File: config.mk
export PLATFORM = sky130hd
export DESIGN_NAME = sport_uart
export DESIGN_NICKNAME = d
export VERILOG_FILES = /design/src/rtl/sport_pkg.sv /design/src/rtl/sport_tx.sv /design/src/rtl/sport_rx.sv /design/src/rtl/sport_uart.sv
export SDC_FILE = /design/constraint.sdc
export NUM_CORES = 1
export LEC_CHECK = 0
export BUFFER_PORTS_ARGS = -buffer_cell sky130_fd_sc_hd__buf_4
export CORE_UTILIZATION = 50
export DETAILED_ROUTE_END_ITERATION = 8
export PLACE_DENSITY = 0.71
export SKIP_CTS_REPAIR_TIMING = 1
export SKIP_LAST_GASP = 1
export SLEW_MARGIN = 30
export SYNTH_ARGS = -nofsm -noshare
export SYNTH_HDL_FRONTEND = slang
export SYNTH_SLANG_ARGS = --single-unit
File: constraint.sdc
create_clock -name clk -period 1.8 [get_ports clk]
set_clock_uncertainty 0.2 [all_clocks]
set_input_delay 0.27 -clock clk [delete_from_list [all_inputs] [get_ports clk]]
set_output_delay 0.27 -clock clk [all_outputs]
set_load 0.01 [all_outputs]
File: src/rtl/sport_pkg.sv
package sport_pkg;
    typedef enum logic [1:0] {
        MODE_SHIFT  = 2'b00,
        MODE_ASYNC8 = 2'b01,
        MODE_ASYNC9 = 2'b10,
        MODE_ASYNCX = 2'b11
    } sport_mode_e;

    typedef enum logic [2:0] {
        TX_IDLE, TX_START, TX_DATA, TX_NINTH, TX_STOP
    } tx_state_e;

    typedef enum logic [1:0] {
        RX_IDLE, RX_START, RX_BITS, RX_STOP
    } rx_state_e;

    localparam int CTRL_RI  = 0;
    localparam int CTRL_TI  = 1;
    localparam int CTRL_RB8 = 2;
    localparam int CTRL_TB8 = 3;
    localparam int CTRL_REN = 4;
    localparam int CTRL_SM2 = 5;
    localparam int CTRL_SM1 = 6;
    localparam int CTRL_SM0 = 7;
endpackage

File: src/rtl/sport_tx.sv
module sport_tx
    import sport_pkg::*;
#(
    parameter int DATA_W = 8
) (
    input  logic              clk,
    input  logic              rst_n,
    input  logic              tick,
    input  logic              load,
    input  logic [DATA_W-1:0] data,
    input  logic [1:0]        mode,
    input  logic              tb8,
    output logic              txd,
    output logic              busy,
    output logic              done
);
    localparam int CNT_W = $clog2(DATA_W + 1);
    localparam logic [CNT_W-1:0] LAST_BIT = CNT_W'(DATA_W - 1);

    tx_state_e         state_q, state_d;
    logic [DATA_W-1:0] sh_q;
    logic [CNT_W-1:0]  bit_q;
    logic              shift_q, nine_q, ninth_q;
    logic              last_data;

    assign last_data = (bit_q == LAST_BIT);

    // state register
    always_ff @(posedge clk or negedge rst_n) begin
        if (!rst_n) state_q <= TX_IDLE;
        else        state_q <= state_d;
    end

    // next state
    always_comb begin
        state_d = state_q;
        unique case (state_q)
            TX_IDLE:  if (load) state_d = (mode == MODE_SHIFT) ? TX_DATA : TX_START;
            TX_START: if (tick) state_d = TX_DATA;
            TX_DATA:  if (tick && last_data)
                          state_d = shift_q ? TX_IDLE : (nine_q ? TX_NINTH : TX_STOP);
            TX_NINTH: if (tick) state_d = TX_STOP;
            TX_STOP:  if (tick) state_d = TX_IDLE;
            default:  state_d = TX_IDLE;
        endcase
    end

    // frame datapath
    always_ff @(posedge clk or negedge rst_n) begin
        if (!rst_n) begin
            sh_q    <= '0;
            bit_q   <= '0;
            shift_q <= 1'b0;
            nine_q  <= 1'b0;
            ninth_q <= 1'b0;
        end else if (state_q == TX_IDLE && load) begin
            sh_q    <= data;
            bit_q   <= '0;
            shift_q <= (mode == MODE_SHIFT);
            nine_q  <= mode[1];
            ninth_q <= tb8;
        end else if (state_q == TX_DATA && tick) begin
            sh_q  <= sh_q >> 1;
            bit_q <= bit_q + 1'b1;
        end
    end

    // outputs
    always_comb begin
        txd = 1'b1;
        unique case (state_q)
            TX_START: txd = 1'b0;
            TX_DATA:  txd = sh_q[0];
            TX_NINTH: txd = ninth_q;
            default:  txd = 1'b1;
        endcase
        busy = (state_q != TX_IDLE);
        done = tick && ((state_q == TX_STOP) ||
                        (state_q == TX_DATA && shift_q && last_data));
    end

    p_busy_from_load_r2: assert property (@(posedge clk) disable iff (!rst_n)
        $rose(busy) |-> $past(load));

    p_load_ignored_busy_r12: assert property (@(posedge clk) disable iff (!rst_n)
        (busy && load && state_q != TX_DATA) |=> $stable(sh_q));
endmodule

File: src/rtl/sport_rx.sv
module sport_rx
    import sport_pkg::*;
#(
    parameter int DATA_W = 8,
    parameter int OVS    = 16
) (
    input  logic              clk,
    input  logic              rst_n,
    input  logic              tick,
    input  logic              rxd,
    input  logic [1:0]        mode,
    input  logic              ren,
    input  logic              ri,
    input  logic              sm2,
    output logic              done,
    output logic [DATA_W-1:0] word,
    output logic              rb_val
);
    localparam int OVS_W = $clog2(OVS);
    localparam int BIT_W = $clog2(DATA_W + 2);
    localparam logic [OVS_W-1:0] SMP_A  = OVS_W'(OVS / 2 - 1);
    localparam logic [OVS_W-1:0] SMP_B  = OVS_W'(OVS / 2);
    localparam logic [OVS_W-1:0] SMP_C  = OVS_W'(OVS / 2 + 1);
    localparam logic [OVS_W-1:0] LAST_T = OVS_W'(OVS - 1);
    localparam logic [BIT_W-1:0] LAST8  = BIT_W'(DATA_W - 1);
    localparam logic [BIT_W-1:0] LAST9  = BIT_W'(DATA_W);

    rx_state_e         state_q, state_d;
    logic              s1_q, rx_s;
    logic [OVS_W-1:0]  cnt_q;
    logic [BIT_W-1:0]  nbit_q;
    logic [DATA_W:0]   sh_q;
    logic [2:0]        smp_q;
    logic              shift_q, nine_q, done_q, rb_q;
    logic              maj, bit_end, start_ok, last_bit, fin, accept;

    assign maj      = (smp_q[0] & smp_q[1]) | (smp_q[0] & smp_q[2]) | (smp_q[1] & smp_q[2]);
    assign bit_end  = tick && (cnt_q == LAST_T);
    assign start_ok = tick && ren && !done_q &&
                      ((mode == MODE_SHIFT) ? !ri : !rx_s);
    assign last_bit = (nbit_q == (nine_q ? LAST9 : LAST8));
    assign fin      = bit_end && ((state_q == RX_STOP) ||
                                  (state_q == RX_BITS && shift_q && last_bit));
    assign accept   = !(nine_q && sm2 && !sh_q[DATA_W]);

    always_ff @(posedge clk or negedge rst_n) begin
        if (!rst_n) begin
            s1_q <= 1'b1;
            rx_s <= 1'b1;
        end else begin
            s1_q <= rxd;
            rx_s <= s1_q;
        end
    end

    // state register
    always_ff @(posedge clk or negedge rst_n) begin
        if (!rst_n) state_q <= RX_IDLE;
        else        state_q <= state_d;
    end

    // next state
    always_comb begin
        state_d = state_q;
        unique case (state_q)
            RX_IDLE:  if (start_ok) state_d = (mode == MODE_SHIFT) ? RX_BITS : RX_START;
            RX_START: if (bit_end)  state_d = maj ? RX_IDLE : RX_BITS;
            RX_BITS:  if (bit_end && last_bit) state_d = shift_q ? RX_IDLE : RX_STOP;
            RX_STOP:  if (bit_end)  state_d = RX_IDLE;
            default:  state_d = RX_IDLE;
        endcase
    end

    // sampling and shifting
    always_ff @(posedge clk or negedge rst_n) begin
        if (!rst_n) begin
            cnt_q   <= '0;
            nbit_q  <= '0;
            sh_q    <= '1;
            smp_q   <= '1;
            shift_q <= 1'b0;
            nine_q  <= 1'b0;
        end else if (state_q == RX_IDLE) begin
            if (start_ok) begin
                cnt_q   <= OVS_W'(1);
                nbit_q  <= '0;
                sh_q    <= '1;
                shift_q <= (mode == MODE_SHIFT);
                nine_q  <= mode[1];
            end
        end else if (tick) begin
            cnt_q <= bit_end ? '0 : cnt_q + 1'b1;
            if (cnt_q == SMP_A) smp_q[0] <= rx_s;
            if (cnt_q == SMP_B) smp_q[1] <= rx_s;
            if (cnt_q == SMP_C) smp_q[2] <= rx_s;
            if (state_q == RX_BITS && bit_end) begin
                sh_q   <= {maj, sh_q[DATA_W:1]};
                nbit_q <= nbit_q + 1'b1;
            end
        end
    end

    // outputs
    always_ff @(posedge clk or negedge rst_n) begin
        if (!rst_n) begin
            done_q <= 1'b0;
            rb_q   <= 1'b0;
        end else begin
            done_q <= fin && accept;
            if (fin) rb_q <= nine_q ? sh_q[DATA_W] : maj;
        end
    end

    assign done   = done_q;
    assign rb_val = rb_q;
    assign word   = nine_q ? sh_q[DATA_W-1:0] : sh_q[DATA_W:1];

    p_idle_without_ren_r7: assert property (@(posedge clk) disable iff (!rst_n)
        (state_q == RX_IDLE && !ren) |=> (state_q == RX_IDLE));

    p_shift_no_restart_r13: assert property (@(posedge clk) disable iff (!rst_n)
        done_q |=> (state_q == RX_IDLE));
endmodule

File: src/rtl/sport_uart.sv
module sport_uart
    import sport_pkg::*;
#(
    parameter int OVS = 16
) (
    input  logic       clk,
    input  logic       rst_n,
    input  logic       reg_we,
    input  logic       reg_addr,
    input  logic [7:0] reg_wdata,
    output logic [7:0] reg_rdata,
    input  logic       irq_en,
    output logic       irq,
    input  logic       tx_tick,
    input  logic       rx_tick,
    input  logic       rxd,
    output logic       txd
);
    localparam int DATA_W = 8;

    logic [7:0]        ctrl_q;
    logic [DATA_W-1:0] rbuf_q;
    logic              ctrl_wr, data_wr;
    logic              tx_busy, tx_done, rx_done, rx_rb;
    logic [DATA_W-1:0] rx_word;
    logic [1:0]        mode;

    assign ctrl_wr = reg_we && !reg_addr;
    assign data_wr = reg_we &&  reg_addr;
    assign mode    = {ctrl_q[CTRL_SM0], ctrl_q[CTRL_SM1]};

    sport_tx #(.DATA_W(DATA_W)) u_tx (
        .clk   (clk),
        .rst_n (rst_n),
        .tick  (tx_tick),
        .load  (data_wr),
        .data  (reg_wdata),
        .mode  (mode),
        .tb8   (ctrl_q[CTRL_TB8]),
        .txd   (txd),
        .busy  (tx_busy),
        .done  (tx_done)
    );

    sport_rx #(.DATA_W(DATA_W), .OVS(OVS)) u_rx (
        .clk    (clk),
        .rst_n  (rst_n),
        .tick   (rx_tick),
        .rxd    (rxd),
        .mode   (mode),
        .ren    (ctrl_q[CTRL_REN]),
        .ri     (ctrl_q[CTRL_RI]),
        .sm2    (ctrl_q[CTRL_SM2]),
        .done   (rx_done),
        .word   (rx_word),
        .rb_val (rx_rb)
    );

    // register file: software writes first, hardware sets win
    always_ff @(posedge clk or negedge rst_n) begin
        if (!rst_n) begin
            ctrl_q <= '0;
            rbuf_q <= '0;
        end else begin
            if (ctrl_wr) ctrl_q <= reg_wdata;
            if (tx_done) ctrl_q[CTRL_TI] <= 1'b1;
            if (rx_done) begin
                ctrl_q[CTRL_RI] <= 1'b1;
                if (mode != MODE_SHIFT) ctrl_q[CTRL_RB8] <= rx_rb;
                rbuf_q <= rx_word;
            end
        end
    end

    assign reg_rdata = reg_addr ? rbuf_q : ctrl_q;
    assign irq       = irq_en && (ctrl_q[CTRL_TI] || ctrl_q[CTRL_RI]);

    p_ti_sticky_r4: assert property (@(posedge clk) disable iff (!rst_n)
        (ctrl_q[CTRL_TI] && !ctrl_wr) |=> ctrl_q[CTRL_TI]);

    p_ri_sticky_r4: assert property (@(posedge clk) disable iff (!rst_n)
        (ctrl_q[CTRL_RI] && !ctrl_wr) |=> ctrl_q[CTRL_RI]);

    p_ti_on_done_r3: assert property (@(posedge clk) disable iff (!rst_n)
        tx_done |=> ctrl_q[CTRL_TI]);

    p_ri_on_done_r3: assert property (@(posedge clk) disable iff (!rst_n)
        rx_done |=> (ctrl_q[CTRL_RI] && rbuf_q == $past(rx_word)));
endmodule

==> impl_metrics.json <==
{
  "status": "complete, no violations",
  "synth_edf_count": 0,
  "cts.htree.levels": 3,
  "area_delta_synth_final_pct": 26.2,
  "n_antenna_cell": 0,
  "drv_cap": 0,
  "grt_pass1_wl_mm": 10.8,
  "fp-row-count": 28,
  "hold_viol_final": 0,
  "mostFrequentLayoutCell": "buf_4",
  "yosysSeqAreaShare_pct": 50.6,
  "grt_overflow": 0,
  "cts_tree": "built",
  "grt_max_degree": 36,
  "initial_utilization_pct": 52.1,
  "rsz0062_at_grt": "true",
  "end_kind": "output port",
  "tightest_slew_ns": 0.433,
  "r2r_cells": 4,
  "vias": 2376,
  "numCtsBuffers": 9,
  "hp-start": "reg_wdata[1]",
  "relSlewSlack_pct": 71.1,
  "drtPass1Iterations": 4,
  "synthCells": 291,
  "worst_hold_path.endpoint": "ctrl_q[1]$_DFFE_PN0P_",
  "cts_sinks": 62,
  "syn-mean-instance-area_um2": 10.7,
  "power_density_mw_per_mm2": 1440,
  "antenna_found_initial": 0,
  "nFillCells": 472,
  "ir_worst_vdd_v": 0.000792,
  "root_buffer": "clkbuf_8",
  "startpoint_type": "flop",
  "r2r-end": "u_rx.nine_q$_DFFE_PN0P_",
  "yosys.cell_types.count": 47,
  "ant_nets": 0,
  "grt_usage_pct": 22.3,
  "clock_tree.buffer_depth": 2,
  "hold_path_depth": 3,
  "fp.dieW_um": 80.7,
  "viasPerCell": 5.51,
  "tns_ns": 0,
  "cp_max_fo": 4,
  "wl_per_cell_um": 15.6,
  "max_clock_freq_mhz": 559,
  "ys_warn_count": 0,
  "grt_pass1_vias": 2225,
  "r2r_start": "ctrl_q[7]$_DFFE_PN0P_",
  "place_hpwl_mm": 4.59,
  "ioPinCount": 26,
  "worst-r2r-setup-slack_ns": 0.03,
  "fin_crit_ns": 1.79,
  "fin_crit_sh_pct": 99.5,
  "drc": 0,
  "ys.flop_type": "dfrtp_1",
  "hold_path.class": "in2reg",
  "drv_slew": 0,
  "synth_fp_nets": 312,
  "drtIter0Drc": 93,
  "nets": 372,
  "die_h_um": 80.7,
  "synth-seq-cells": 62,
  "clk_pin_slew_worst_paths_ns": 0.08,
  "dpl.cell_count": 402,
  "io_buffer_count": 25,
  "crit_arrival_ns": 1.32,
  "cp.required_ns": 1.33,
  "routed_wirelength_mm": 6.73,
  "synthesis.area_mm2": 0.00310,
  "core-area_mm2": 0.00596,
  "synth-async-reset-ratio_pct": 100,
  "leakage_uw": 0.00185,
  "dieArea_mm2": 0.00652,
  "power_uw": 5630,
  "place_congestion": 0.798,
  "clkLatencyLatePin_ns": 0.35,
  "critPathKind": "reg2out",
  "hold_slack_ns": 0.0127,
  "final_cell_mix": "buf_4, dfrtp_1, nor2_1",
  "setup_violations": 0,
  "drive_gt1_share_pct": 35.1,
  "finalNonFillerCells": 431
}
[layer usage]
layer / vias up / GRT usage, % / routed length, µm
met2: 40 / 33.1 / 3130
met1: 1154 / 31.0 / 3270
met3: 8 / 6.52 / 255
met4: 0 / 7.68 / 72
li1: 1174 / - / -
met5: - / 0 / 0
[logic make-up after synthesis]
logic type,share of synthesized area (%)
simple gates,14.3
compound gates,15.5
flops,50.6
mux,11.9
buf+inv,4.28
xor+xnor,1.41
fa+ha+maj,2.02
[through the flow]
| stage | utilization (%) | instance area (µm²) | worst slack [ns] |
|---|---|---|---|
| finish | 65.7 | 3910 | 0.00964 |
| global route | 65.7 | 3910 | -0.0431 |
| CTS | 62.9 | 3750 | -0.0840 |
| detailed placement | 59.3 | 3530 | -0.00822 |
| global placement | 59.3 | 3530 | 0.0220 |
| floorplan | - | 3110 | -0.0378 |
[worst max-delay path by stage]
stage	start	end	slack (ns)	cells after the start
global placement	u_rx.state_q[0]$_DFFE_PN0P_	u_rx.nine_q$_DFFE_PN0P_	0.02	4
floorplan	u_rx.state_q[0]$_DFFE_PN0P_	u_rx.nine_q$_DFFE_PN0P_	-0.04	3
global route	ctrl_q[7]$_DFFE_PN0P_	u_rx.sh_q[3]$_DFFE_PN1P_	-0.04	6
finish	ctrl_q[7]$_DFFE_PN0P_	reg_rdata[7]	0.01	3
detailed placement	u_rx.state_q[0]$_DFFE_PN0P_	u_rx.sh_q[0]$_DFFE_PN1P_	-0.008	6
CTS	u_tx.state_q[0]$_DFFE_PN0P_	txd	-0.08	4
[critical path: stages (launching register included)]
cell and delay (ns):
dfrtp_1 0.41, buf_4 0.16, mux2_2 0.26, buf_4 0.15
[report_power, final]
part	total, µW	internal, µW	switching, µW
clock network	1350	777	568
registers	2330	1930	397
logic	1960	1020	938
total	5630	3730	1900
[registers in the layout, summed over array words and instances (netlist names)]
| register | count |
|---|---|
| u_rx.shift_q | 1 |
| u_tx.ninth_q | 1 |
| ctrl_q | 8 |
| u_tx.sh_q | 8 |
| u_tx.state_q | 3 |
| u_tx.bit_q | 4 |
| u_rx.sh_q | 9 |
| u_rx.rb_val | 1 |
| u_rx.state_q | 2 |
| u_tx.shift_q | 1 |
| u_rx.cnt_q | 4 |
| u_rx.rx_s | 1 |
| u_rx.nine_q | 1 |
| u_rx.nbit_q | 4 |
| u_rx.done | 1 |
| u_rx.smp_q | 3 |
| u_rx.s1_q | 1 |
| u_tx.nine_q | 1 |
| rbuf_q | 8 |
[final cells by class]
cell class | instances | area, µm² | area share [%]
Inverter | 14 | 52.6 | 1.34
Sequential cell | 62 | 1570 | 40.2
Timing Repair Buffer | 66 | 541 | 13.8
Multi-Input combinational cell | 198 | 1440 | 36.8
Clock buffer | 10 | 128 | 3.26
Clock inverter | 6 | 86.3 | 2.21
Tap cell | 75 | 93.8 | 2.40
[cells in the mapped netlist (4+ instances only)]
master	n	area, µm²
a21o_1	7	52.6
a21oi_1	12	60.1
a22o_1	8	70.1
a31oi_1	13	81.3
buf_2	7	35.0
clkbuf_1	9	33.8
dfrtp_1	48	1200
dfstp_2	14	368
ha_1	5	62.6
inv_1	14	52.6
mux2_2	20	225
mux2i_1	12	120
nand2_1	12	45.0
nand2b_1	6	37.5
nand3_1	5	25.0
nor2_1	27	101
nor2b_1	4	25.0
nor3_1	12	60.1
o21ai_0	10	50.1
o21ai_1	4	20.0
Power figures use the tool's default switching activity.
